--- src/rtl/cmd_regbuf_pkg.sv ---
// Package: shared helpers for the registered command buffer.
// Assumes: counts passed to cnt_w are non-negative.
package cmd_regbuf_pkg;

    // Width of a counter that must hold values 0..n, at least one bit.
    function automatic int cnt_w(input int n);
        return (n < 1) ? 1 : $clog2(n + 1);
    endfunction

endpackage

--- src/rtl/cmd_regbuf_rsync.sv ---
// Module: reset-release synchronizer.
// Assertion of rst_n clears both stages at once. Release reaches rel_ok
// only after two rising clock edges. Assumes clk runs while the release occurs.
module cmd_regbuf_rsync (
    input  logic clk,
    input  logic rst_n,
    output logic rel_ok
);
    logic stage1;
    logic stage2;

    // Two-flop chain: clear asynchronously, shift a one in synchronously.
    always_ff @(posedge clk or negedge rst_n) begin
        if (!rst_n) begin
            stage1 <= 1'b0;
            stage2 <= 1'b0;
        end else begin
            stage1 <= 1'b1;
            stage2 <= stage1;
        end
    end

    assign rel_ok = stage2;
endmodule

--- src/rtl/cmd_regbuf_act.sv ---
// Module: activation timer.
// Counts clock edges after the synchronized release and raises live when
// ACT_CYCLES have elapsed. Assumes ACT_CYCLES >= 1. The count saturates, so
// live stays high until rst_n clears the counter.
module cmd_regbuf_act
    import cmd_regbuf_pkg::*;
#(
    parameter int ACT_CYCLES = 8
) (
    input  logic clk,
    input  logic rst_n,
    input  logic rel_ok,
    output logic live
);
    localparam int CW = cnt_w(ACT_CYCLES);
    localparam logic [CW-1:0] LAST = CW'(ACT_CYCLES);

    logic [CW-1:0] elapsed;

    // Saturating count of edges that saw the synchronized release.
    always_ff @(posedge clk or negedge rst_n) begin
        if (!rst_n) begin
            elapsed <= '0;
        end else if (rel_ok && (elapsed != LAST)) begin
            elapsed <= elapsed + 1'b1;
        end
    end

    // Window ends once the count has reached its limit.
    assign live = rel_ok && (elapsed == LAST);
endmodule

--- src/rtl/cmd_regbuf_cap.sv ---
// Module: capture register lane set.
// Each lane is a flop with an asynchronous clear. It loads its input when
// pass is high and zero otherwise. Assumes W >= 1.
module cmd_regbuf_cap #(
    parameter int W = 8
) (
    input  logic         clk,
    input  logic         rst_n,
    input  logic         pass,
    input  logic [W-1:0] d,
    output logic [W-1:0] q
);
    for (genvar i = 0; i < W; i++) begin : g_lane
        // One lane: async clear, then gated capture on each edge.
        always_ff @(posedge clk or negedge rst_n) begin
            if (!rst_n) begin
                q[i] <= 1'b0;
            end else begin
                q[i] <= pass ? d[i] : 1'b0;
            end
        end
    end
endmodule

--- src/rtl/cmd_regbuf.sv ---
// Module: registered command buffer (top).
// Holds every output low during an asynchronous clear and for a timed
// activation window after release. After that it delays the command word and
// clock-enable by one clock. Assumes ACT_CYCLES >= 1 and DATA_W >= 1.
module cmd_regbuf #(
    parameter int DATA_W     = 24,
    parameter int ACT_CYCLES = 8
) (
    input  logic              clk,
    input  logic              rst_n,
    input  logic [DATA_W-1:0] bus_in,
    input  logic              cke_in,
    output logic [DATA_W-1:0] bus_out,
    output logic              cke_out,
    output logic              ready
);
    localparam int LANES = DATA_W + 1;

    logic             rel_ok;
    logic             live;
    logic [LANES-1:0] lanes_d;
    logic [LANES-1:0] lanes_q;

    cmd_regbuf_rsync u_rsync (
        .clk    (clk),
        .rst_n  (rst_n),
        .rel_ok (rel_ok)
    );

    cmd_regbuf_act #(.ACT_CYCLES(ACT_CYCLES)) u_act (
        .clk    (clk),
        .rst_n  (rst_n),
        .rel_ok (rel_ok),
        .live   (live)
    );

    // Clock-enable rides in the top lane beside the command word.
    assign lanes_d = {cke_in, bus_in};

    cmd_regbuf_cap #(.W(LANES)) u_cap (
        .clk   (clk),
        .rst_n (rst_n),
        .pass  (live),
        .d     (lanes_d),
        .q     (lanes_q)
    );

    assign bus_out = lanes_q[DATA_W-1:0];
    assign cke_out = lanes_q[DATA_W];
    assign ready   = live;
endmodule

--- config.mk ---
export PLATFORM = sky130hd
export DESIGN_NAME = cmd_regbuf
export DESIGN_NICKNAME = d
export VERILOG_FILES = /design/src/rtl/cmd_regbuf_pkg.sv /design/src/rtl/cmd_regbuf_rsync.sv /design/src/rtl/cmd_regbuf_act.sv /design/src/rtl/cmd_regbuf_cap.sv /design/src/rtl/cmd_regbuf.sv
export SDC_FILE = /design/constraint.sdc
export NUM_CORES = 1
export LEC_CHECK = 0
export ABC_AREA = 0
export BUFFER_PORTS_ARGS = -buffer_cell sky130_fd_sc_hd__buf_2
export CORE_MARGIN = 3
export CORE_UTILIZATION = 45
export DETAILED_ROUTE_END_ITERATION = 10
export PLACE_DENSITY = 0.77
export SKIP_CTS_REPAIR_TIMING = 1
export SYNTH_ARGS = -nofsm -noshare
export SYNTH_HDL_FRONTEND = slang
export SYNTH_SLANG_ARGS = --single-unit
--- constraint.sdc ---
create_clock -name clk -period 1.8 [get_ports clk]
set_clock_uncertainty 0.05 [all_clocks]
set_input_delay 0 -clock clk [delete_from_list [all_inputs] [get_ports clk]]
set_output_delay 0 -clock clk [all_outputs]
set_load 0.1 [all_outputs]
== After elaboration in Yosys (flattened, before gate mapping) ==
Index checks and enable logic that the tools add are counted.

* Bits in registers: 31
* Input bits: 27
* Logic and storage cells: 58
* Output and inout bits: 26

* Add/sub/neg operators: 1
* Reductions and logical operators: 2
* Multiplexer cells: 25
* Equal/unequal tests: 2

{| class="wikitable"
|+ Operators by type and width
! cell !! count
|-
| $mux 1 || 25
|-
| $add 4x1->4 const B || 1
|-
| $eq 4x4->1 const B || 1
|-
| $ne 4x4->1 const B || 1
|-
| $logic_and 1x1->1 || 2
|}

== Longest topological paths before layout ==
Gate-level depths: netlist of the first run.

* Depth in word-level cells: 3
* Gate-level depth with buffers: 6

== Hierarchy ==
A second synthesis of the first run with hierarchy kept.

* Cell total of the unflattened synthesis: 74
* Area total of the unflattened synthesis: 1093.5 µm²

{| class="wikitable"
|+ Modules (own cells, without submodules)
! module !! instances !! cells each !! area each (µm²) !! seq. area each (µm²)
|-
| cmd_regbuf_cap || 1 || 52 || 828.3 || 625.6
|-
| cmd_regbuf_act || 1 || 19 || 211.5 || 100.1
|-
| cmd_regbuf_rsync || 1 || 3 || 53.8 || 50.0
|}

== Worst setup path after synthesis of the first run ==
OpenSTA, ideal clock, no wires.

* Kind: register to register
* Start: reg u_act.elapsed[0]
* End: reg u_cap.q[0]
* Stages on the path, launching flop included: 7
* Data required time: 1.633 ns
* Library setup time: 0.117 ns
* Data arrival time: 1.323 ns
* Slack: 0.311 ns
* Period minus slack after synthesis: 1.489 ns
* Buffers on the path: 2
* Cells stage by stage: dfrtp_1 > inv_1 > ha_1 > and4b_1 > buf_6 > buf_12 > and2_4

* Word-level cells in the longest chain between the ends: 3

{| class="wikitable"
|+ Ends and longest elaborated chain
! element !! line !! source
|-
| start, declared || cmd_regbuf_act.sv:18 || <nowiki>logic [CW-1:0] elapsed;</nowiki>
|-
| start signal, assigned || cmd_regbuf_act.sv:25 || <nowiki>elapsed <= elapsed + 1'b1;</nowiki>
|-
| $eq 4x4->1 || cmd_regbuf_act.sv:30 || <nowiki>assign live = rel_ok && (elapsed == LAST);</nowiki>
|-
| $logic_and 1x1->1 || cmd_regbuf_act.sv:30 ||
|-
| via ready || cmd_regbuf.sv:15 || <nowiki>output logic ready</nowiki>
|-
| $mux 1 || cmd_regbuf_cap.sv:19 || <nowiki>q[i] <= pass ? d[i] : 1'b0;</nowiki>
|-
| end signal, assigned by index || cmd_regbuf_cap.sv:19 ||
|-
| end, declared || cmd_regbuf_cap.sv:11 || <nowiki>output logic [W-1:0] q</nowiki>
|}

The timed path passes the listed nets, and every way through them passes these cells.
A chain may end at the register's enable or synchronous reset.

== Worst setup path in the final report of the first run ==
* Start: reg u_act.elapsed[0]
* End: out ready

* Word-level cells in the longest chain between the ends: 2

{| class="wikitable"
|+ Ends and longest elaborated chain
! element !! line
|-
| $eq 4x4->1 || cmd_regbuf_act.sv:30
|-
| $logic_and 1x1->1 || cmd_regbuf_act.sv:30
|-
| end, declared || cmd_regbuf.sv:15
|}

No other way between the ends.

==> results of run 1 <==
routing by layer:
| layer | up-vias | track usage [%] |
|---|---|---|
| li1 | 414 | - |
| met1 | 414 | 15.3 |
| met2 | 42 | 22.7 |
| met3 | 6 | 6.11 |
| met4 | 0 | 7.28 |
| met5 | - | 0 |
cell type report:
class                   count  area, um2
repair buffers             80        551
multi-input cells          43        353
fillers                   149        548
inverters                   2       7.51
clock buffers               8       68.8
flip-flops and latches     31        777
well taps                  28       35.0
power groups by stage:
stage                     logic [mW]  clock network, mW  registers (mW)
after floorplan                0.272                  0            1.21
after global placement         0.727                  0           0.873
after detailed placement       0.744                  0           0.880
after CTS                      0.747              0.456           0.868
after global routing           0.843              0.491           0.891
final                          0.797              0.441           0.872
per-stage QoR:
step | setup slack, ns | hold slack, ns | power [mW] | instances
after floorplan | 0.311 | -0.346 | 1.48 | 79
after global placement | 0.353 | 0.00930 | 1.60 | 158
after detailed placement | 0.293 | 0.0196 | 1.62 | 158
after CTS | 0.0753 | -0.331 | 2.07 | 166
after global routing | 0.00548 | 0.228 | 2.22 | 192
final | 0.115 | 0.193 | 2.11 | 192
worst paths after layout:
check,from,to,slack (ns),cells past startpoint
max,u_act.elapsed[0]$_DFFE_PN0P_,ready,0.11,5
min,rst_n,u_cap.q[4]$_DFF_PN0_,0.19,2
max reg2reg,u_act.elapsed[1]$_DFFE_PN0P_,u_cap.q[20]$_DFF_PN0_,0.34,5
min reg2reg,u_rsync.stage1$_DFF_PN0_,u_rsync.rel_ok$_DFF_PN0_,0.30,0
max in group asynchronous,rst_n,u_act.elapsed[0]$_DFFE_PN0P_,1.04,2
min in group clk,u_rsync.stage1$_DFF_PN0_,u_rsync.rel_ok$_DFF_PN0_,0.30,0
cell usage in the layout (no fill, tap or decap), drive strengths merged:
| cell type | synthesis | layout |
|---|---|---|
| nand4 | 1 | 1 |
| nand2 | 2 | 2 |
| and4b | 1 | 1 |
| conb | 1 | 1 |
| inv | 2 | 2 |
| and2 | 25 | 25 |
| xnor2 | 1 | 1 |
| dfrtp | 31 | 31 |
| and3b | 1 | 1 |
| mux2 | 1 | 1 |
| ha | 2 | 2 |
| a21oi | 1 | 1 |
| clkbuf | 0 | 8 |
| nand2b | 3 | 3 |
| buf | 3 | 54 |
| nand4b | 2 | 2 |
| o211ai | 2 | 2 |
| dlygate4sd3 | 0 | 26 |
worst register-to-register path: cells and delay by family (launching register included):
family,cells,cell delay (ns)
simple gates,2,0.43
flops,1,0.42
buf+inv,2,0.26
fa+ha+maj,1,0.20
flip-flops by register name, summed over array words and instances, names as in the netlist:
name	count
u_cap.q	25
u_act.elapsed	4
u_rsync.rel_ok	1
u_rsync.stage1	1
Yosys cell counts (all sizes together):
master	instances	share of area [%]
and3b	1	0.85
nand2	2	0.64
mux2	1	0.95
inv	2	0.64
nand4b	2	1.5
and4b	1	0.85
dfrtp	31	66
conb	1	0.32
a21oi	1	0.42
nand4	1	0.53
and2	25	18
xnor2	1	0.74
o211ai	2	1.3
ha	2	2.1
nand2b	3	1.6
buf	3	3.9
cells by family after synthesis:
group / after synthesis
flip-flops: 31
buffers and inverters: 5
XOR/XNOR: 1
other: 1
AO/OA/AOI/OAI: 3
AND/OR/NAND/NOR: 35
adder cells (fa/ha/maj): 2
multiplexers: 1
==> flow_summary.json, run 1 <==
{
  "portBuffers": 52,
  "vias": 876,
  "wl_met1_um": 945,
  "drv_cap": 0,
  "initial_core_util_pct": 50.4,
  "via_per_inst": 4.56,
  "rows": 17,
  "die-area_um2": 3270,
  "fin_setup_tns_ns": 0,
  "drc_errors": 0,
  "post_drt_wl_per_cell_um": 13.5,
  "slew_viol_final": 0,
  "synth_xor_xnor_area_share_pct": 0.742,
  "path_max_fanout": 10,
  "synth_cell_type_count": 19,
  "ys_seq_area_share_pct": 65.7,
  "slowest_stage": "dfrtp_2",
  "power_frac_comb_pct": 37.8,
  "rsz0062_at_grt": "false",
  "antenna_left": 0,
  "path_clk_slew_ns": 0.09,
  "cp_num_buf_inv": 3,
  "synth_mux_area_share_pct": 0.954,
  "drive_gt1_share_pct": 54.9,
  "required_ns": 1.75,
  "layout_min_cycle_time_ns": 1.69,
  "cts_made_buffers": 5,
  "antenna_found_initial": 0,
  "crit_path_start_kind": "flop",
  "synth_nets": 108,
  "post-route-period-util_pct": 93.6,
  "die_h_um": 57.2,
  "netlist_area_um2": 1180,
  "cts_tree": "built",
  "finalSetupViolCount": 0,
  "clkPwrFrac_pct": 20.9,
  "grt_overflow": 0,
  "finalWeightedCongestion": 0.710,
  "critical_path_arrival_ns": 1.64,
  "grt_pass1_wl_um": 3440,
  "met2WireLength_um": 1370,
  "p_sw_uw": 830,
  "tightest_slew_ns": 0.661,
  "synthSimpleGateAreaFrac_pct": 23.9,
  "wl_met3_um": 218,
  "cts_buffer_depth": 2,
  "synth_fa_ha_area_share_pct": 2.12,
  "drt-total-wl_um": 2600,
  "cp-end-kind": "output port",
  "hold_viol": 0,
  "num_antenna_cells": 0,
  "peakVddDrop_uv": 796,
  "switching_share_pct": 39.3,
  "grt_max_degree": 32,
  "crit_chain": "inv_1 > ha_2 > and4b_1 > buf_4 > buf_12",
  "leakage_nw": 0.993,
  "die_w_um": 57.2,
  "syn_to_final_growth_pct": 51.9,
  "slew_headroom_pct": 55.9,
  "outcome": "finished, final reports clean",
  "drt_first_pass_iters": 3,
  "critPathKind": "reg2out",
  "ys_warn_count": 0,
  "fin_util_pct": 76.6,
  "synth_top_family_by_area": "simple AND/OR/NAND/NOR gates",
  "ys_ff_latch": 31,
  "hpwl_um": 1580,
  "design_area_um2": 1790,
  "insertion_delay_ns": 0.31,
  "drtIter0Drc": 8,
  "htreeDepth": 2,
  "crit_path_max_incr_delay_ns": 0.45,
  "place_area_um2": 1460,
  "routed.top_layer": "met4",
  "synth_compound_area_share_pct": 1.70,
  "hp-class": "in2async",
  "synth_cells": 79,
  "max_freq_ghz": 0.593,
  "syn_area_per_cell_um2": 14.9,
  "grt_pass1_vias": 792,
  "nNetsFinal": 192,
  "p_per_area_nw_per_um2": 1180,
  "coreArea_um2": 2340,
  "cts_root_buf": "clkbuf_4",
  "cts_num_sinks": 31,
  "grt_usage_pct": 13.9,
  "cpLargestDelayFamily": "flip-flops",
  "power_frac_seq_pct": 41.3,
  "internal_power_mw": 1.28,
  "pin_count": 53
}
Power figures use the tool's default switching activity.
==> inputs of run 2 (changes only) <==
--- a/config.mk
+++ b/config.mk
@@ -7,10 +7,12 @@
 export LEC_CHECK = 0
 export ABC_AREA = 0
 export BUFFER_PORTS_ARGS = -buffer_cell sky130_fd_sc_hd__buf_2
+export CELL_PAD_IN_SITES_DETAIL_PLACEMENT = 1
+export CELL_PAD_IN_SITES_GLOBAL_PLACEMENT = 2
 export CORE_MARGIN = 3
-export CORE_UTILIZATION = 45
+export CORE_UTILIZATION = 29
 export DETAILED_ROUTE_END_ITERATION = 10
-export PLACE_DENSITY = 0.77
+export PLACE_DENSITY_LB_ADDON = 0.1
 export SKIP_CTS_REPAIR_TIMING = 1
 export SYNTH_ARGS = -nofsm -noshare
 export SYNTH_HDL_FRONTEND = slang
==> run 2 against run 1 <==
- via count decreased by 0.46%
- sequential share of layout area decreased by 1.1 points
- critical path depth unchanged
- routed wire length decreased by 2.1%
- maximum frequency increased by 0.47%
- combinational power decreased by 1%
- die area increased by 49%
- final cell count increased by 9.9%
- worst setup slack improved by 0.0078 ns
- sequential cell count unchanged
- largest power group unchanged
==> flow_summary.json, run 2 (same netlist as run 1, synthesis figures left out) <==
{
  "drtIter0Drc": 17,
  "finalSetupViolCount": 0,
  "pin_count": 53,
  "rows": 22,
  "vias": 872,
  "tightest_slew_ns": 0.677,
  "htreeDepth": 2,
  "cts_root_buf": "clkbuf_8",
  "slew_headroom_pct": 54.8,
  "die_w_um": 69.8,
  "slew_viol_final": 0,
  "layout_common_cells": "buf_2, dfrtp_1, dlygate4sd3_1, and2_4",
  "layout_commonest_cell": "buf_2",
  "hold_viol": 0,
  "max_freq_ghz": 0.596,
  "drt-total-wl_um": 2550,
  "coreArea_um2": 3800,
  "grt_pass1_vias": 861,
  "hp-class": "in2async",
  "largest_register": "u_cap.q",
  "portBuffers": 52,
  "post_drt_wl_per_cell_um": 12.1,
  "crit_path_start_kind": "flop",
  "crit_path_max_incr_delay_ns": 0.43,
  "grt_pass1_wl_um": 3860,
  "peakVddDrop_uv": 487,
  "cts_buffer_depth": 2,
  "grt_usage_pct": 10.5,
  "die-area_um2": 4870,
  "grt_max_degree": 32,
  "leakage_nw": 1.00,
  "drive_gt1_share_pct": 54.6,
  "insertion_delay_ns": 0.28,
  "cp-end-kind": "output port",
  "via_per_inst": 4.13,
  "cts_tree": "built",
  "reg_top3": "u_cap.q: 25 flops, u_act.elapsed: 4 flops",
  "die_h_um": 69.8,
  "initial_core_util_pct": 31.1,
  "rsz0062_at_grt": "false",
  "path_clk_slew_ns": 0.06,
  "cpLargestDelayFamily": "buffers and inverters",
  "critical_path_arrival_ns": 1.63,
  "drc_errors": 0,
  "cp_num_buf_inv": 3,
  "required_ns": 1.75,
  "post-route-period-util_pct": 93.2,
  "fin_setup_tns_ns": 0,
  "grt_overflow": 0,
  "slowest_stage": "dfrtp_1",
  "drv_cap": 0,
  "fin_util_pct": 48.3,
  "hpwl_um": 1730,
  "cts_num_sinks": 31,
  "critPathKind": "reg2out",
  "antenna_found_initial": 0,
  "largest_reg_flops": 25,
  "crit_chain": "inv_1 > ha_2 > and4b_1 > buf_4 > buf_12",
  "syn_to_final_growth_pct": 55.5,
  "layout_min_cycle_time_ns": 1.68,
  "antenna_left": 0,
  "p_per_area_nw_per_um2": 1200,
  "cts_made_buffers": 5,
  "drt_first_pass_iters": 2,
  "num_antenna_cells": 0,
  "finalWeightedCongestion": 0.814,
  "outcome": "finished, final reports clean",
  "path_max_fanout": 16,
  "nNetsFinal": 192
}
run 2: cell types whose count changed in the layout (fill, tap and decap cells not counted), sizes merged:
cell	delta
clkbuf	-2
clkinv	+1
run 2: layout make-up:
class                      count  area, um2
clock inverter                 1       5.00
sequential                    31        776
multi-input combinational     43        353
inverter                       2       7.51
clock buffer                   6       82.6
fill                         411       1960
tap                           48       60.1
timing repair buffer          80        551
run 2: stage by stage:
step,cells,hold WS [ns],power (mW),worst slack (ns),area (um2)
floorplan,79,-0.346,1.48,0.311,1180
global placement,178,0.0319,1.61,0.339,1480
detailed placement,178,0.0389,1.63,0.269,1480
CTS,185,-0.272,2.19,0.0696,1570
global route,211,0.306,2.32,0.0119,1830
finish,211,0.242,2.19,0.122,1830
run 2: per-layer routing:
layer | track usage [%] | vias up | share of wire [%]
li1 | - | 414 | -
met1 | 10.1 | 413 | 37
met2 | 17.7 | 40 | 52
met3 | 5.22 | 5 | 9.5
met4 | 6.38 | 0 | 0.90
met5 | 0 | - | 0
run 2: worst paths after layout:
check / start / end / slack, ns / depth (start not counted)
min in group clk: u_rsync.stage1$_DFF_PN0_ / u_rsync.rel_ok$_DFF_PN0_ / 0.30 / 0
min reg2reg: u_rsync.stage1$_DFF_PN0_ / u_rsync.rel_ok$_DFF_PN0_ / 0.30 / 0
max reg2reg: u_act.elapsed[0]$_DFFE_PN0P_ / u_cap.q[23]$_DFF_PN0_ / 0.33 / 5
max: u_act.elapsed[0]$_DFFE_PN0P_ / ready / 0.12 / 5
max in group asynchronous: rst_n / u_act.elapsed[1]$_DFFE_PN0P_ / 1.01 / 2
min: rst_n / u_cap.q[21]$_DFF_PN0_ / 0.24 / 2
run 2: worst register-to-register path, stage by stage, from the launching register on:
cell,delay [ns]
dfrtp_1,0.43
inv_1,0.07
ha_2,0.21
and4b_1,0.21
buf_4,0.19
and2_2,0.20
run 2: power by group:
part / internal [mW] / switching (mW) / leakage (nW)
Combinational: 0.257 / 0.530 / 0.537
Clock: 0.299 / 0.237 / 0.0470
Sequential: 0.791 / 0.0786 / 0.419
